==> config.mk <==
export PLATFORM = sky130hd
export DESIGN_NAME = spi_ctrl
export DESIGN_NICKNAME = d
export VERILOG_FILES = /design/src/rtl/spi_pkg.sv /design/src/rtl/spi_rate_div.sv /design/src/rtl/spi_shift_engine.sv /design/src/rtl/spi_ctrl.sv
export SDC_FILE = /design/constraint.sdc
export NUM_CORES = 1
export LEC_CHECK = 0
export BUFFER_PORTS_ARGS = -buffer_cell sky130_fd_sc_hd__buf_2
export CORE_UTILIZATION = 40
export CTS_CLUSTER_SIZE = 14
export DETAILED_ROUTE_END_ITERATION = 6
export GPL_TIMING_DRIVEN = 0
export PLACE_DENSITY = 0.65
export SYNTH_ARGS = -nofsm -noshare
export SYNTH_HDL_FRONTEND = slang
export SYNTH_SLANG_ARGS = --single-unit
==> constraint.sdc <==
create_clock -name clk -period 2.9 [get_ports clk]
set_input_delay 0.58 -clock clk [delete_from_list [all_inputs] [get_ports clk]]
set_output_delay 0.58 -clock clk [all_outputs]
set_load 0.01 [all_outputs]
==> src/rtl/spi_pkg.sv <==
// Shared constants and types for the serial port.
// Assumes an 8-bit register window with a 2-bit address.
package spi_pkg;
    localparam int unsigned DATA_W = 8;
    localparam int unsigned ADDR_W = 2;

    localparam logic [ADDR_W-1:0] A_CTRL = 2'd0;
    localparam logic [ADDR_W-1:0] A_STAT = 2'd1;
    localparam logic [ADDR_W-1:0] A_DATA = 2'd2;

    localparam int unsigned SB_DONE = 7;
    localparam int unsigned SB_WCOL = 6;
    localparam int unsigned SB_MODF = 4;

    localparam int unsigned NFLAG = 3;
    localparam int unsigned F_DONE = 0;
    localparam int unsigned F_WCOL = 1;
    localparam int unsigned F_MODF = 2;

    localparam int unsigned PIN_MISO = 0;
    localparam int unsigned PIN_MOSI = 1;
    localparam int unsigned PIN_SCK  = 2;
    localparam int unsigned PIN_SS   = 3;

    // Control bits 7..2, stored with a reset value.
    typedef struct packed {
        logic ie;
        logic en;
        logic od;
        logic mstr;
        logic cpol;
        logic cpha;
    } ctrl_hi_t;

    localparam ctrl_hi_t CTRL_RST = '{ie: 1'b0, en: 1'b0, od: 1'b0,
                                      mstr: 1'b0, cpol: 1'b0, cpha: 1'b1};
endpackage

==> src/rtl/spi_rate_div.sv <==
// Master clock divider: gives a one-cycle tick every half serial period.
// Assumes run drops between transfers so that each transfer starts on a whole half period.
module spi_rate_div #(
    parameter int unsigned DIV0 = 2,
    parameter int unsigned DIV1 = 4,
    parameter int unsigned DIV2 = 16,
    parameter int unsigned DIV3 = 32
) (
    input  logic       clk,
    input  logic       rst_n,
    input  logic       run,
    input  logic [1:0] rate,
    output logic       tick
);
    localparam int unsigned CNT_W = $clog2(DIV3 / 2 + 1);

    logic [CNT_W-1:0] cnt_q;
    logic [CNT_W-1:0] lim;

    // Select the half-period count limit for the chosen rate.
    always_comb begin
        case (rate)
            2'd0:    lim = CNT_W'(DIV0 / 2 - 1);
            2'd1:    lim = CNT_W'(DIV1 / 2 - 1);
            2'd2:    lim = CNT_W'(DIV2 / 2 - 1);
            default: lim = CNT_W'(DIV3 / 2 - 1);
        endcase
        tick = run && (cnt_q == lim);
    end

    // Count system clocks within a half period while a transfer runs.
    always_ff @(posedge clk) begin
        if (!rst_n || !run || tick) cnt_q <= '0;
        else                        cnt_q <= cnt_q + 1'b1;
    end
endmodule

==> src/rtl/spi_shift_engine.sv <==
// Bit engine: shift register, edge counter, master clock phase and slave edge detection.
// Assumes sck_in and ss_act are already synchronous to clk. There are 2*W clock edges
// per word, and even counts are leading edges.
module spi_shift_engine #(
    parameter int unsigned W = 8
) (
    input  logic         clk,
    input  logic         rst_n,
    input  logic         en,
    input  logic         mstr,
    input  logic         cpol,
    input  logic         cpha,
    input  logic         abort,
    input  logic         tick,
    input  logic         load,
    input  logic [W-1:0] load_data,
    input  logic         ss_act,
    input  logic         sck_in,
    input  logic         din,
    output logic         m_run,
    output logic         sck_out,
    output logic         dout,
    output logic         done,
    output logic [W-1:0] rx_data,
    output logic         busy
);
    localparam int unsigned EDGES = 2 * W;
    localparam int unsigned CW    = $clog2(EDGES);
    localparam logic [CW-1:0] LAST = CW'(EDGES - 1);

    logic [W-1:0]  shreg;
    logic          rx_bit, m_act, ph, sck_q, s_busy;
    logic [CW-1:0] ecnt;
    logic          s_lead, s_trail, edge_ev, lead_ev, last_ev, sample_ev, commit_ev;
    logic [W-1:0]  next_word;

    // Classify the current clock edge and form the next shift-register word.
    always_comb begin
        s_lead    = !mstr && ss_act && (sck_q == cpol) && (sck_in != cpol);
        s_trail   = !mstr && ss_act && (sck_q != cpol) && (sck_in == cpol);
        edge_ev   = en && (mstr ? (m_act && tick) : (s_lead || s_trail));
        lead_ev   = !ecnt[0];
        last_ev   = (ecnt == LAST);
        sample_ev = edge_ev && (lead_ev != cpha);
        commit_ev = edge_ev && ((!sample_ev && !(cpha && ecnt == '0)) || (cpha && last_ev));
        next_word = {shreg[W-2:0], cpha ? din : rx_bit};
    end

    // Advance the word on clock edges, accept loads and handle aborts.
    always_ff @(posedge clk) begin
        if (!rst_n) begin
            shreg <= '0; rx_bit <= 1'b0; m_act <= 1'b0; ph <= 1'b0; sck_q <= 1'b0;
            s_busy <= 1'b0; ecnt <= '0; done <= 1'b0; rx_data <= '0;
        end else begin
            sck_q <= sck_in;
            done  <= 1'b0;
            if (edge_ev) begin
                ecnt <= last_ev ? '0 : ecnt + 1'b1;
                if (sample_ev) rx_bit <= din;
                if (commit_ev) shreg <= next_word;
                if (mstr) ph <= !ph;
                if (last_ev) begin
                    done    <= 1'b1;
                    rx_data <= next_word;
                    m_act   <= 1'b0;
                    s_busy  <= 1'b0;
                end else if (!mstr && cpha && ecnt == '0) begin
                    s_busy <= 1'b1;
                end
            end
            if (!mstr && !ss_act) begin
                ecnt   <= '0;
                s_busy <= 1'b0;
            end
            if (load) begin
                shreg <= load_data;
                if (mstr) begin
                    m_act <= 1'b1;
                    ecnt  <= '0;
                    ph    <= 1'b0;
                end
            end
            if (abort) begin
                m_act <= 1'b0; ph <= 1'b0; s_busy <= 1'b0;
                if (mstr) ecnt <= '0;
            end
        end
    end

    assign m_run   = m_act;
    assign sck_out = cpol ^ ph;
    assign dout    = shreg[W-1];
    assign busy    = en && (mstr ? m_act : (cpha ? s_busy : ss_act));
endmodule

==> src/rtl/spi_ctrl.sv <==
// Serial port top: register window, status flags with read-then-access clearing,
// collision and mode-fault detection, interrupt gating and shared-pin controls.
// Assumes one-cycle bus strobes and that all serial inputs are synchronous to clk.
module spi_ctrl
    import spi_pkg::*;
(
    input  logic              clk,
    input  logic              rst_n,
    input  logic              bus_sel,
    input  logic              bus_wr,
    input  logic [ADDR_W-1:0] bus_addr,
    input  logic [DATA_W-1:0] bus_wdata,
    output logic [DATA_W-1:0] bus_rdata,
    input  logic              irq_mask,
    input  logic              ss_dir,
    input  logic              ss_in,
    input  logic              sck_in,
    input  logic              mosi_in,
    input  logic              miso_in,
    output logic              sck_o,
    output logic              mosi_o,
    output logic              miso_o,
    output logic [3:0]        pin_own,
    output logic [3:0]        pin_oe,
    output logic              open_drain,
    output logic              irq
);
    ctrl_hi_t          ctl_q;
    logic [1:0]        rate_q;
    logic [NFLAG-1:0]  flag_q, arm_q, flag_set;
    logic              ctrl_wr, stat_rd, data_acc, data_wr;
    logic              fault, eng_busy, eng_done, m_run, tick, dout;
    logic [DATA_W-1:0] rx_data, stat_byte;

    // Decode the register accesses of this cycle.
    always_comb begin
        ctrl_wr  = bus_sel && bus_wr && (bus_addr == A_CTRL);
        stat_rd  = bus_sel && !bus_wr && (bus_addr == A_STAT);
        data_acc = bus_sel && (bus_addr == A_DATA);
        data_wr  = data_acc && bus_wr;
        fault    = ctl_q.en && ctl_q.mstr && !ss_in && !ss_dir;
        flag_set[F_DONE] = eng_done;
        flag_set[F_WCOL] = data_wr && eng_busy;
        flag_set[F_MODF] = fault;
    end

    // Hold control bits 7..2; a mode fault takes the port off the bus.
    always_ff @(posedge clk) begin
        if (!rst_n) ctl_q <= CTRL_RST;
        else begin
            if (ctrl_wr) ctl_q <= ctrl_hi_t'(bus_wdata[7:2]);
            if (fault) begin
                ctl_q.en   <= 1'b0;
                ctl_q.mstr <= 1'b0;
            end
        end
    end

    // Rate bits have no reset value and keep their contents across reset.
    always_ff @(posedge clk) begin
        if (ctrl_wr) rate_q <= bus_wdata[1:0];
    end

    // One set/arm/clear cell per status flag.
    for (genvar g = 0; g < NFLAG; g++) begin : g_flag
        always_ff @(posedge clk) begin
            if (!rst_n) begin
                flag_q[g] <= 1'b0;
                arm_q[g]  <= 1'b0;
            end else begin
                if (stat_rd)       arm_q[g] <= flag_q[g];
                else if (data_acc) arm_q[g] <= 1'b0;
                if (flag_set[g])                  flag_q[g] <= 1'b1;
                else if (data_acc && arm_q[g])    flag_q[g] <= 1'b0;
            end
        end
    end

    spi_rate_div u_div (
        .clk(clk), .rst_n(rst_n), .run(m_run), .rate(rate_q), .tick(tick)
    );

    spi_shift_engine #(.W(DATA_W)) u_eng (
        .clk(clk), .rst_n(rst_n), .en(ctl_q.en), .mstr(ctl_q.mstr),
        .cpol(ctl_q.cpol), .cpha(ctl_q.cpha), .abort(fault || !ctl_q.en),
        .tick(tick), .load(data_wr && !eng_busy), .load_data(bus_wdata),
        .ss_act(!ss_in), .sck_in(sck_in), .din(ctl_q.mstr ? miso_in : mosi_in),
        .m_run(m_run), .sck_out(sck_o), .dout(dout), .done(eng_done),
        .rx_data(rx_data), .busy(eng_busy)
    );

    // Assemble the status byte and the read mux.
    always_comb begin
        stat_byte          = '0;
        stat_byte[SB_DONE] = flag_q[F_DONE];
        stat_byte[SB_WCOL] = flag_q[F_WCOL];
        stat_byte[SB_MODF] = flag_q[F_MODF];
        bus_rdata = '0;
        if (bus_sel && !bus_wr) begin
            case (bus_addr)
                A_CTRL:  bus_rdata = {ctl_q, rate_q};
                A_STAT:  bus_rdata = stat_byte;
                A_DATA:  bus_rdata = rx_data;
                default: bus_rdata = '0;
            endcase
        end
    end

    // Pin ownership, drive direction and interrupt request.
    always_comb begin
        pin_own = '0;
        pin_oe  = '0;
        if (ctl_q.en) begin
            pin_own[PIN_MISO] = 1'b1;
            pin_own[PIN_MOSI] = 1'b1;
            pin_own[PIN_SCK]  = 1'b1;
            pin_own[PIN_SS]   = !(ctl_q.mstr && ss_dir);
            if (ctl_q.mstr) begin
                pin_oe[PIN_MOSI] = 1'b1;
                pin_oe[PIN_SCK]  = 1'b1;
            end else begin
                pin_oe[PIN_MISO] = !ss_in;
            end
        end
        irq = ctl_q.ie && (flag_q[F_DONE] || flag_q[F_MODF]) && !irq_mask;
    end

    assign mosi_o     = dout;
    assign miso_o     = dout;
    assign open_drain = ctl_q.od;
endmodule

# Word level (Yosys, flattened, before mapping)
# Cells that the tools add are included.
# W data, S select, Z words.
[classes]
n_addsub = 2
n_eq_ne = 11
mux = 43
bitwise = 2
reduce_logical = 72
[ops]
columns = ["operator", "n"]
rows = [
  ["$logic_and A1 B1 Y1", 34],
  ["$mux W4", 8],
  ["$mux W8", 4],
  ["$mux W1", 27],
  ["$pmux W8 S3", 1],
  ["$logic_not A1 Y1", 14],
  ["$reduce_bool A2 Y1", 7],
  ["$pmux W4 S3", 1],
  ["$reduce_and A2 Y1", 5],
  ["$logic_or A1 B1 Y1", 6],
  ["$add A5 B1 Y5 const B", 1],
  ["$eq A5 B4 Y1", 1],
  ["$add A4 B1 Y4 const B", 1],
  ["$eq A2 B1 Y1 const B", 2],
  ["$eq A2 B2 Y1 const B", 2],
  ["$eq A4 B4 Y1 const B", 1],
  ["$logic_not A2 Y1", 2],
  ["$logic_not A4 Y1", 1],
  ["$reduce_or A2 Y1", 2],
  ["$mux W3", 1],
  ["$ne A1 B1 Y1", 3],
  ["$reduce_or A3 Y1", 1],
  ["$eq A1 B1 Y1", 2],
  ["$mux W2", 1],
  ["other kinds (2)", 2],
]
[totals]
regBits = 45
inputBits = 20
word_cells = 153

# Longest topological paths before layout
# Gate-level depths: netlist of the first run.
[depth]
depth_word = 15
mapped_depth = 8
ltp_nobuf = 8

# Hierarchy
# Synthesis of the first run repeated with hierarchy kept, for this count alone.
[hier_totals]
hier_cells = 266
hier_area_um2 = 2427.3
[modules_own_cells]
columns = ["mod", "n_inst", "cells_each", "area_per_inst_um2", "seq_area_each_um2"]
rows = [
  ["spi_shift_engine", 1, 154, 1318.8, 520.5],
  ["spi_ctrl", 1, 86, 854.6, 300.3],
  ["spi_rate_div", 1, 26, 254.0, 100.1],
]

# Worst setup path after synthesis of the first run
# Ideal clock, no wire load.
[synth_timing]
path_type = "in2out"
start = "in bus_addr[1]"
end = "out bus_rdata[4]"
t_arrival_ps = 1418
t_required_ps = 2320
slack_ps = 902
path_stages = 5
n_path_buf = 1
path_cell_list = "buf_1 mux2i_1 nor2_1 a21oi_1 nor2_1"
[synth_via]
elab_chain_cells = 3
[synth_rtl]
columns = ["item", "line_no", "rtl"]
rows = [
  ["start: declaration", "spi_ctrl.sv:11", "input logic [ADDR_W-1:0] bus_addr,"],
  ["$eq A2 B2 Y1 (tied with other cells)", "spi_ctrl.sv:100", "case (bus_addr)"],
  ["$pmux W8 S3 (*)", "spi_ctrl.sv:100", ""],
  ["$mux W8 (*)", "spi_ctrl.sv:99", "if (bus_sel && !bus_wr) begin"],
  ["end: declaration", "spi_ctrl.sv:13", "output logic [DATA_W-1:0] bus_rdata,"],
]
# Every way passes the cells marked *; elsewhere a longest branch is shown, timed or not.

# Worst setup path in the final report of the first run
# Ends and elaborated chain as after synthesis.

==> results of run 1 <==
[metal layers]
layer / vias to the layer above / share of wire, % / wire [microns] / global-route usage, %
met5: - / 0 / 0 / 0
met4: 0 / 1.2 / 60 / 6.92
met3: 8 / 4.5 / 234 / 2.75
met2: 50 / 45 / 2310 / 30.5
met1: 890 / 49 / 2540 / 23.8
li1: 995 / - / - / -
[worst max-delay path, stage by stage]
cell                      delay, ps
sky130_fd_sc_hd__buf_2          100
sky130_fd_sc_hd__buf_1          540
sky130_fd_sc_hd__mux2i_1        290
sky130_fd_sc_hd__nor2_1          60
sky130_fd_sc_hd__a21oi_1        110
sky130_fd_sc_hd__nor2_1          50
sky130_fd_sc_hd__buf_2          130
[flip-flops by register name (all words and copies together), names as in the netlist, 2 cells and up]
signal	count
ctl_q	5
flag_q	3
u_eng.rx_data	8
rate_q	2
u_div.cnt_q	5
u_eng.shreg	8
arm_q	3
u_eng.ecnt	4
[where the power goes]
group	leakage [nW]	total [mW]	switching, mW	internal [mW]
Combinational	0.661	0.0883	0.0522	0.0362
Clock	0.0681	0.553	0.211	0.342
Sequential	0.366	0.636	0.00622	0.629
Total	1.09	1.28	0.269	1.01
[metrics by stage]
step	utilization, %	total power, mW	cell area, sq um	instances	hold slack (ps)
2_1_floorplan	-	0.702	2230	266	413
3_3_place_gp	47.8	0.737	2500	374	421
3_5_place_dp	47.8	0.738	2500	374	427
4_1_cts	50.4	1.28	2640	382	447
5_1_grt	50.4	1.32	2640	382	473
6_report	50.4	1.28	2640	382	446
[cell type report]
class / count / area, sq um / area share (%)
clock buffers: 5 / 68.8 / 2.61
multi-input cells: 195 / 1170 / 44.5
repair buffers: 38 / 190 / 7.21
plain buffers: 18 / 100 / 3.80
clock inverters: 3 / 65.1 / 2.47
well taps: 70 / 87.6 / 3.32
inverters: 8 / 30.0 / 1.14
flip-flops and latches: 45 / 921 / 34.9
[cells in the final DEF (no fill, tap or decap), types with 7 or more instances in the layout]
cell type,netlist,routed
sky130_fd_sc_hd__dfxtp_1,43,43
sky130_fd_sc_hd__o221a_2,7,7
sky130_fd_sc_hd__nand3_1,13,13
sky130_fd_sc_hd__mux2i_1,15,15
sky130_fd_sc_hd__a21oi_1,14,14
sky130_fd_sc_hd__inv_1,7,7
sky130_fd_sc_hd__o21ai_1,8,8
sky130_fd_sc_hd__buf_2,2,40
sky130_fd_sc_hd__buf_4,8,8
sky130_fd_sc_hd__nor2_1,51,51
sky130_fd_sc_hd__nand2_1,23,23
[logic make-up (layout without fill, tap and decap cells)]
group                    after synthesis  in the layout  share of synthesized area, %
AO/OA/AOI/OAI                         54             54                          17.8
XOR/XNOR                               9              9                          3.54
adder cells (fa/ha/maj)                3              3                          1.69
buffers and inverters                 26             72                          5.85
flip-flops                            45             45                          41.4
multiplexers                          15             15                          6.75
other                                  1              1                         0.168
AND/OR/NAND/NOR                      113            113                          22.9
[worst min path at each step]
| stage | slack (ps) | end | cells past startpoint |
|---|---|---|---|
| after floorplan | 410 | flag_q[0] | 2 |
| after global placement | 420 | flag_q[0] | 2 |
| after detailed placement | 430 | flag_q[0] | 2 |
| after CTS | 450 | flag_q[0] | 2 |
| after global routing | 470 | rate_q[1] | 1 |
| final | 450 | flag_q[0] | 2 |
==> flow_results.org, run 1 <==
** Detailed routing
- DR pass1 iterations :: 4
- Routed via count :: 1,943
- After the first detailed-routing iteration, the DRC count stood at 110.
- Residual antenna-violating net count after detailed routing :: 0
- Routed len/inst :: 13.5 microns
- Detailed-route DRC error count :: 0
- In the routed layout, each cell is associated on average with a via count of 5.09.
- After detailed routing, the total wire length is 5140 microns.

** Global routing
- The number of antenna violations at the first check in global routing is 0.
- For this run the aggregate overflow at the end of global routing stands at 0.
- The first global-routing pass estimated 8410 microns of wire.
- In the global route stage, overall resource usage came out at 18.3%.
- Entering global routing, the biggest net connects 15 pins.
- The number of global-route vias before repair is 1,784.

** Synthesis
- In this run the cell area of the synthesized design comes to 0.00223 sq mm.
- Leading cell type by number of instances after synthesis :: sky130_fd_sc_hd__nor2_1
- Top cells by area in the synthesized netlist :: sky130_fd_sc_hd__dfxtp_1, sky130_fd_sc_hd__nor2_1, sky130_fd_sc_hd__mux2i_1
- Library cell occupying the most area in the post-synthesis netlist :: sky130_fd_sc_hd__dfxtp_1
- The number of different library cells used by synthesis comes to 43.
- Total of flip-flops plus latches after synthesis :: 45
- Synthesis produced 266 cells.
- Share of async-settable or async-resettable flops after synthesis :: 0%
- Counting flops with a built-in enable in the synthesized netlist gives 2.
- Fraction of the yosys area taken by sequential cells :: 41.4%
- In this run the biggest area consumer among cell types represents 38.7% of the synthesized area.
- Syn. warnings :: 0
- Synthesized netlist net count :: 289
- Most used standard cells in the synthesized netlist :: sky130_fd_sc_hd__nor2_1, sky130_fd_sc_hd__dfxtp_1, sky130_fd_sc_hd__nand2_1, sky130_fd_sc_hd__mux2i_1, sky130_fd_sc_hd__a21oi_1
- Post-Syn Area per Cell :: 8.37 sq um
- Commonest register cell after synthesis :: sky130_fd_sc_hd__dfxtp_1

** Clock tree
- H-tree levels :: 2
- Counting the buffers created by CTS gives 5.
- Post CTS Setup Buffer Count :: 0
- At the later pin of the worst-skew pair, clock insertion delay measures 290 ps.
- Reg clk slew, reported paths :: 80 ps
- Clock tree from TritonCTS :: done
- Root buffer cell :: sky130_fd_sc_hd__clkbuf_8
- The number of hold buffers added after CTS was 0.
- Maximum clock insertion buffer count :: 2
- CTS resizes :: 0
- TritonCTS sink count :: 45

** Critical path
- Critical path class :: input pin to output pin
- For flop-to-flop paths, the worst setup slack is 770 ps.
- Data on the critical path is required at its endpoint by 2320 ps.
- The worst register-to-register path ends at u_eng.m_run.
- Peak fanout along the critical path :: 10
- Category of the worst setup path launch point :: input pin
- Sort of element at the end of the critical path :: output pin
- Worst Setup SP :: bus_addr[1]
- Arrival time at the worst endpoint :: 1870 ps
- Number of cells traversed by the worst register-to-register path :: 7
- Worst setup endpoint :: bus_rdata[4]
- Reg-to-reg startpoint :: rate_q[1]

** Cells and area
- Synth-to-layout area growth :: 18.5%
- Share of final-layout standard cells stronger than drive strength 1 :: 21.5%
- 0 antenna diodes ended up in the layout.
- Number of filler instances in the final layout :: 524
- Final layout net count :: 334

** Placement
- Pre-CTS setup slack :: 449 ps
- The HPWL after detailed placement is 3850 microns.
- In this run the tool buffered the top-level ports with 38 buffer cells.
- The congestion estimate from routability-driven global placement came to 0.820.

** Run
- Number of max-cap violations :: 0

** Floorplan
- Floorplan Core Area :: 0.00524 sq mm
- The die covers 0.00587 sq mm.
- DIE WIDTH :: 76.6 microns
- Standard-cell rows :: 26
- The floorplan step set the die height to 76.6 microns.
- For this configuration, the core starts out at a cell density of 42.5%.
- Top-Level Pins :: 41

** Timing
- Tightest slew margin relative to the limit :: 36.2%
- The smallest clock period supported by the final layout is computed as 2450 ps.
- Across all setup checks in the final design, the least slack found is 454 ps.
- At the pin with the least slew margin, the transition time is 953 ps.
- Adding up every negative setup slack in the final design gives 0 ps.
- Achievable Freq :: 409 MHz
- Dividing the final minimum period by the clock period gives 84.4%.
- Setup repair after global routing missed its margin :: false
- Final worst clock skew :: 5.84 ps
- Number of max-slew violations in the final report :: 0
- The count of final hold-check violations came to 0.
- Setup violation total in the final timing report :: 0

** Power and ir drop
- Power density of the placed cells :: 484 mW/mm^2
- Pleak :: 1.09 nW
- The worst-case IR drop observed on VDD is 0.000224 V.

** Status
- The flow ran to the end, and the final reports show no timing, DRC or antenna violations.

** Min path
- In this run the most critical hold path is launched from u_eng.done.
- Type of the worst min-delay path :: register to register
Note: power is estimated with default switching activity, not from simulation.
==> inputs of run 2 (changes only) <==
Settings changed: ABC_AREA set to 1, PLACE_DENSITY 0.65 to 0.64.
Clock period 2.9 ns to 2.5 ns, I/O delays scaled along.
==> run 2 against run 1 <==
  * Register-to-register slack about the same
  * Sequential cell count unchanged
  * Setup slack better by 69 ps
  * Sequential share of layout area down 2.2 points
  * Core utilization down 0.80 points
  * First-iteration DRC count up 15%
  * Clock power up 3%
  * Die area up 8.3%
  * Critical endpoint is now bus_rdata[2]
  * Largest power group unchanged
==> flow_results.org, run 2 <==
** Cells and area
- The number of antenna diodes in the final layout is 0.
- Largest regs :: u_eng.rx_data (8), u_eng.shreg (8)
- Leading cell type in the layout, fill and taps excluded :: sky130_fd_sc_hd__nand2_1
- From synthesis to final layout, the design area changed by 16.4%.
- Leaving out filler cells and counting taps, the final layout contains 477.
- Post-layout util :: 49.6%
- Final design instance area without fill :: 0.00281 sq mm
- Final layout net count :: 427
- The post-route netlist has 18.5% of its cells at a drive strength greater than 1.
- In the layout the commonest cells are sky130_fd_sc_hd__nand2_1, sky130_fd_sc_hd__nor2_1, sky130_fd_sc_hd__inv_1, sky130_fd_sc_hd__dfxtp_1, sky130_fd_sc_hd__buf_2.

** Global routing
- GR Overflow Total :: 0
- Vias in the first global route :: 1,978
- Maximum number of pins on one net before global-route repair :: 14
- Antenna violations before repair :: 0
- Total track usage :: 19.2%
- The first global-routing pass estimated 9360 microns of wire.

** Timing
- Setup violation total in the final timing report :: 0
- Clock period minus final worst setup slack :: 1980 ps
- Final critical-path setup slack :: 522 ps
- The number of pins with negative max-slew slack in the final report came to 0.
- For this run, the top clock speed supported by timing is 506 MHz.
- Hold violation total from the final report :: 0
- In the final timing run, aggregate negative setup slack is 0 ps.
- Worst hold slack after final layout :: 401 ps
- Setup repair after global routing left no endpoint under its margin.
- Period Utilization, post-route :: 79.1%
- On the final layout, the worst clock skew is 6.28 ps.

** Placement
- At the end of routability-driven placement, the weighted congestion stood at 0.817.
- Number of placed instances with taps included :: 469
- Pre-CTS setup slack :: 431 ps
- The count of buffers added on input and output ports is 38.
- Summing all placed instances gives a cell area of 0.00270 sq mm.
- The wire-length estimate of the detail-placed layout is 4230 microns.

** Clock tree
- The clock drives 45 sinks.
- TritonCTS created 5 clock buffers.
- Clock-pin slew was measured on the worst setup and hold paths at 80 ps.
- Clock Latency Late Sink :: 300 ps
- The clock passes through at most 2 buffers.
- The cell sitting at the root of the clock tree is a sky130_fd_sc_hd__clkbuf_8.
- Post-CTS timing repair inserted 0 buffers for setup.
- Hold-fix buffer count after cts :: 0
- In this run, post-CTS repair resized a total of 0 instances.
- TritonCTS built the clock tree.
- CTS built an H-tree with a depth of 2.

** Floorplan
- Floorplan Core Area :: 0.00568 sq mm
- The die is 79.7 microns tall.
- For this configuration, the core starts out at a cell density of 42.6%.
- DIE WIDTH :: 79.7 microns
- Top-Level Pins :: 41
- Area enclosed by the die boundary :: 0.00636 sq mm
- Standard-cell rows :: 27

** Synthesis
- Counting every net in the synthesized netlist gives 382.
- Leading cell type by number of instances after synthesis :: sky130_fd_sc_hd__nand2_1
- Top cells by area in the synthesized netlist :: sky130_fd_sc_hd__dfxtp_1, sky130_fd_sc_hd__nand2_1, sky130_fd_sc_hd__nor2_1
- Yosys top cell area share :: 35.6%
- Number of distinct library cells after synthesis :: 33
- A synthesized cell averages 6.73 sq um.
- Of all cell types, the one taking the most synthesized area is sky130_fd_sc_hd__dfxtp_1.
- Syn. warnings :: 0
- Total of flip-flops plus latches after synthesis :: 45
- In the synthesized netlist the async set-or-reset flop fraction comes to 0%.
- The cell count after synthesis came out at 359.
- Fraction of the yosys area taken by sequential cells :: 38.1%
- Post-synth design cell area :: 0.00242 sq mm
- After synthesis, the most frequently instantiated cells are sky130_fd_sc_hd__nand2_1, sky130_fd_sc_hd__nor2_1, sky130_fd_sc_hd__inv_1, sky130_fd_sc_hd__dfxtp_1, sky130_fd_sc_hd__a21oi_1.
- In this run, synthesis inferred 2 flip-flops with an integrated enable.
- For this run, the leading register cell type out of synthesis is sky130_fd_sc_hd__dfxtp_1.

** Detailed routing
- Routed len/inst :: 11.8 microns
- For this block, the routed nets add up to 5620 microns of wire.
- Detailed-route DRC error count :: 0
- The detailed router finished its first iteration with 126 violations.
- Residual antenna-violating net count after detailed routing :: 0
- DR pass1 iterations :: 4
- Summing over every cut layer, the via total after detailed routing is 2,261.
- Using the TritonRoute via totals, the vias-per-cell ratio works out to 4.74.

** Min path
- Type of the worst min-delay path :: input pin to register
- Worst min-delay path startpoint :: bus_wdata[0]

** Power and ir drop
- Net switching is 23.3% of the power.
- Internal :: 1.11 mW
- Total power for the finished layout comes to 1.44 mW.
- Combinational logic burns 9.3% of the power.
- For this design the ratio of total power to cell area is 514 mW/mm^2.
- In this run, flip-flops and latches consume 51.2% of the power.
- In this run, the clock network consumes 39.5% of the power.
- The worst-case IR drop observed on VDD is 0.000269 V.
- Pleak :: 1.35 nW
- For this design the total switching power over the nets is 0.337 mW.

** Critical path
- The critical path is of the input pin to output pin type.
- STA puts the critical path data required time at 2000 ps.
- FF-to-FF setup slack :: 780 ps
- Arrival time at the worst endpoint :: 1480 ps
- Reg-to-reg startpoint :: rate_q[1]
- Sort of element at the end of the critical path :: output pin
- Worst Setup SP :: bus_sel
- STA classifies the critical path startpoint as an input pin.
- In this run the worst path has a maximum fanout of 6.

** Run
- Number of max-cap violations :: 0

** Status
- Run status :: completed
-- run 2: cell count changes in the layout (fill, tap and decap cells not counted), moves of 6 or more --
cell                      previous run  this run
sky130_fd_sc_hd__a21oi_1            14        23
sky130_fd_sc_hd__o221a_2             7         0
sky130_fd_sc_hd__o21ai_1             8         2
sky130_fd_sc_hd__inv_1               7        44
sky130_fd_sc_hd__mux2i_1            15         0
sky130_fd_sc_hd__o21ai_0             6        16
sky130_fd_sc_hd__nand3_1            13        20
sky130_fd_sc_hd__nand2_1            23        98
-- run 2: final timing paths --
| check | to | cells after the start |
|---|---|---|
| min reg2reg | flag_q[0] | 2 |
| min | rate_q[0] | 1 |
| max reg2reg | u_eng.rx_data[7] | 11 |
| max | bus_rdata[2] | 6 |
-- run 2: logic make-up (layout without fill, tap and decap cells) --
| group | count (synthesis) | count (layout) | synth area share (%) |
|---|---|---|---|
| AOI/OAI and AO/OA | 48 | 48 | 10.8 |
| xor gates and xnor gates | 5 | 5 | 1.81 |
| adders and majority gates | 3 | 3 | 1.55 |
| buffers and inverters | 64 | 110 | 12.8 |
| DFF | 45 | 45 | 38.1 |
| other | 1 | 1 | 0.155 |
| and+or+nand+nor | 193 | 193 | 34.7 |
-- run 2: power groups by stage --
| stage | logic, mW | clock network [mW] | registers [mW] |
|---|---|---|---|
| global placement | 0.133 | 0 | 0.756 |
| detailed placement | 0.134 | 0 | 0.756 |
| floorplan | 0.0875 | 0 | 0.755 |
| finish | 0.134 | 0.571 | 0.739 |
| global route | 0.151 | 0.614 | 0.741 |
| CTS | 0.135 | 0.585 | 0.739 |
-- run 2: area by class of cell --
cell class | count | area (sq um)
multi-input combinational | 250 | 1180
tap | 72 | 90.1
fill | 607 | 2860
clock buffer | 7 | 86.3
inverter | 49 | 184
buffer | 15 | 126
clock inverter | 1 | 30.0
sequential | 45 | 921
timing repair buffer | 38 | 190
-- run 2: routing by layer --
metal	GRT usage, %	up-vias	share of wire, %
met5	0	-	0
met4	7.09	0	1.3
met3	3.09	6	3.4
met2	31.5	42	47
met1	25.1	1011	48
li1	-	1202	-
-- run 2: critical path, stage by stage --
cell,delay (ps)
sky130_fd_sc_hd__buf_2,130
sky130_fd_sc_hd__inv_1,50
sky130_fd_sc_hd__nor2_1,220
sky130_fd_sc_hd__inv_1,200
sky130_fd_sc_hd__a21oi_1,220
sky130_fd_sc_hd__buf_2,170
==> inputs of run 3 (changes only) <==
Settings changed: PLACE_DENSITY 0.64 to 0.66.
Clock period 2.5 ns to 1.8 ns, I/O delays scaled along.
==> run 3 against run 2 <==
  * Routed wire length is 1.4% higher
  * Combinational power is 41% higher
  * Global-route usage is 0.52 points higher
  * First-iteration DRC count is 16% lower
  * Final cell count is 0.42% higher
  * Total power is 39% higher
  * Register-to-register slack worse by 660 ps
  * Clock skew is 3.3 ps lower
  * Die area stayed put
  * Sequential share of layout area is 0.27 points lower
  * Largest cell class unchanged
  * Critical path type unchanged
  * Final area is 0.98% higher
  * Setup slack worse by 410 ps
==> flow_results.org, run 3 (synthesis results as in run 2) <==
** Timing
- For the final database, setup skew stands at 2.98 ps.
- Setup violations remaining at the end of the flow were counted as 0.
- The count of final hold-check violations came to 0.
- Achievable Freq :: 594 MHz
- Setup repair after global routing could not meet its margin everywhere.
- The final critical path takes up 93.5% of the cycle.
- The number of pins with negative max-slew slack in the final report was 0.
- Counting I/O delays and the setup requirement, the final critical path takes 1680 ps.

** Cells and area
- Share of final-layout standard cells stronger than drive strength 1 :: 19.9%
- Leading cell type in the layout, fill and taps excluded :: sky130_fd_sc_hd__nand2_1
- Number of filler instances in the final layout :: 613
- # diodes :: 0
- Final layout net count :: 429
- Commonest cells after routing, fill and taps aside :: sky130_fd_sc_hd__nand2_1, sky130_fd_sc_hd__nor2_1, sky130_fd_sc_hd__inv_1, sky130_fd_sc_hd__dfxtp_1, sky130_fd_sc_hd__buf_2
- Compared with the post-synthesis result, the final layout area differs by 17.6%.
- The finished layout holds 479 standard cells, fillers aside.
- Largest regs :: u_eng.rx_data (8), u_eng.shreg (8)

** Detailed routing
- Residual antenna-violating net count after detailed routing :: 0
- Drt total wl :: 5700 microns
- Metal-1 WL :: 2740 microns
- Summed over all nets, wire length on met2 after detailed routing comes to 2730 microns.
- After detailed routing, the average wire length per cell comes to 11.9 microns.
- After detailed routing, the number of vias per cell comes to 4.70.
- DRC violation total after the first TritonRoute iteration :: 106
- Detailed-route DRC error count :: 0
- The first detailed-routing pass took 4 iterations.
- Sum of met3 wire segment lengths after detailed routing :: 146 microns
- Routed via count :: 2,253
- Highest metal used :: met4

** Clock tree
- CTS saw 45 sinks.
- TritonCTS built the clock tree.
- The clock passes through at most 2 buffers.
- H-tree levels :: 2
- After clock tree synthesis, the clock-pin slew on the worst setup and hold paths is 80 ps.
- Root buffer cell :: sky130_fd_sc_hd__clkbuf_8
- Clock latency on the worst-skew pair, taken at its later pin, is 300 ps.
- Number of clock buffers inserted by TritonCTS :: 5

** Min path
- Along the worst hold path, the cell count comes to 1.
- Type of the worst min-delay path :: input pin to register

** Power and ir drop
- Peak ir drop on the vdd network :: 0.000383 V
- Overall power :: 2.01 mW
- The analysis attributes to cell leakage a power of 1.36 nW.
- Power density of the placed cells :: 707 mW/mm^2

** Floorplan
- Top-Level Pins :: 41
- Die Span Y :: 79.7 microns
- The initial utilization of the core area, before any placement, comes to 42.6%.
- Floorplan Core Area :: 0.00568 sq mm
- Area enclosed by the die boundary :: 0.00636 sq mm
- DIE WIDTH :: 79.7 microns
- The initialized floorplan defines 27 standard-cell rows.

** Global routing
- Maximum number of pins on one net before global-route repair :: 14
- GR Overflow Total :: 0
- The first global-routing pass estimated 9540 microns of wire.
- Total track usage :: 19.7%
- Antenna violations before repair :: 0
- The number of global-route vias before repair was 2,138.

** Run
- Number of max-cap violations :: 0

** Critical path
- Data required, critical path :: 1440 ps
- The worst setup path is captured at an output pin.
- Instance count on the critical path :: 6
- Sequence of cells on the critical path :: buf_2, inv_1, nor2_1, inv_1, a21oi_1, buf_2
- WP buf/inv :: 4
- Broken down by cell family, the worst path's largest delay share belongs to buffers and inverters.
- Worst stage delay on the critical path :: 240 ps
- Slowest cell on the critical path :: sky130_fd_sc_hd__nor2_1
- STA classifies the critical path startpoint as an input pin.
- Of all nets on the critical path, the largest fanout is 6.
- Critical path class :: input pin to output pin
- Data arrives at the worst endpoint at 1320 ps.
- The number of cells on the worst reg-to-reg path is 11.

** Placement
- The HPWL after detailed placement is 4260 microns.
- Input and output buffers added on the ports amount to 38.
- Once placement completed, the tool counted placed cells totaling 469.
- Last weighted congestion value of the routability-driven placer :: 0.844

** Status
- Run status :: completed
==> run 3: cell types whose count changed in the layout (fill, tap and decap cells not counted), sizes merged <==
cell / delta
clkinvlp: +2
clkinv: -1
clkbuf: +1
==> run 3: final cells by class <==
cell class              instances  area, sq um  area share (%)
multi-input cells             250         1190            41.9
well taps                      72         90.1            3.17
clock inverters                 1         30.0            1.06
clock buffers                   7         86.3            3.04
repair inverters                1         7.51           0.264
repair buffers                 39          198            6.96
plain buffers                  15          129            4.54
flip-flops and latches         45          922            32.5
inverters                      49          188            6.61
==> run 3: power breakdown <==
part	internal [mW]	switching, mW
combinational	0.0710	0.118
sequential	1.02	0.0109
clock	0.453	0.338
total	1.54	0.468
==> run 3: per-stage QoR <==
stage	utilization, %	instance area (sq um)	setup WS [ps]	TNS [ps]	hold WS [ps]
floorplan	-	2420	323	0	413
global placement	47.5	2700	-80.6	-359	421
detailed placement	47.5	2700	-116	-538	436
CTS	49.6	2810	59.0	0	254
global route	50.0	2840	-57.8	-280	253
finish	50.0	2840	117	0	262
==> run 3: worst paths after layout <==
kind / from / to / slack (ps)
worst max-delay path: bus_sel / bus_rdata[2] / 120
worst max register to register: rate_q[0] / u_eng.rx_data[7] / 120
worst min-delay path: bus_wdata[0] / rate_q[0] / 260
worst min register to register: u_eng.done / flag_q[0] / 450
==> run 3: what timing repair did <==
action / in CTS / in global routing
hold buffers: 0 / 0
endpoints found under the setup margin: 0 / 15
buffers inserted: 0 / 1
gates resized for setup: 0 / 9
==> run 3: layer usage <==
metal / track usage [%] / vias up
met5: 0 / -
met4: 7.09 / 0
met3: 3.09 / 8
met2: 34.7 / 33
met1: 23.9 / 1013
li1: - / 1199
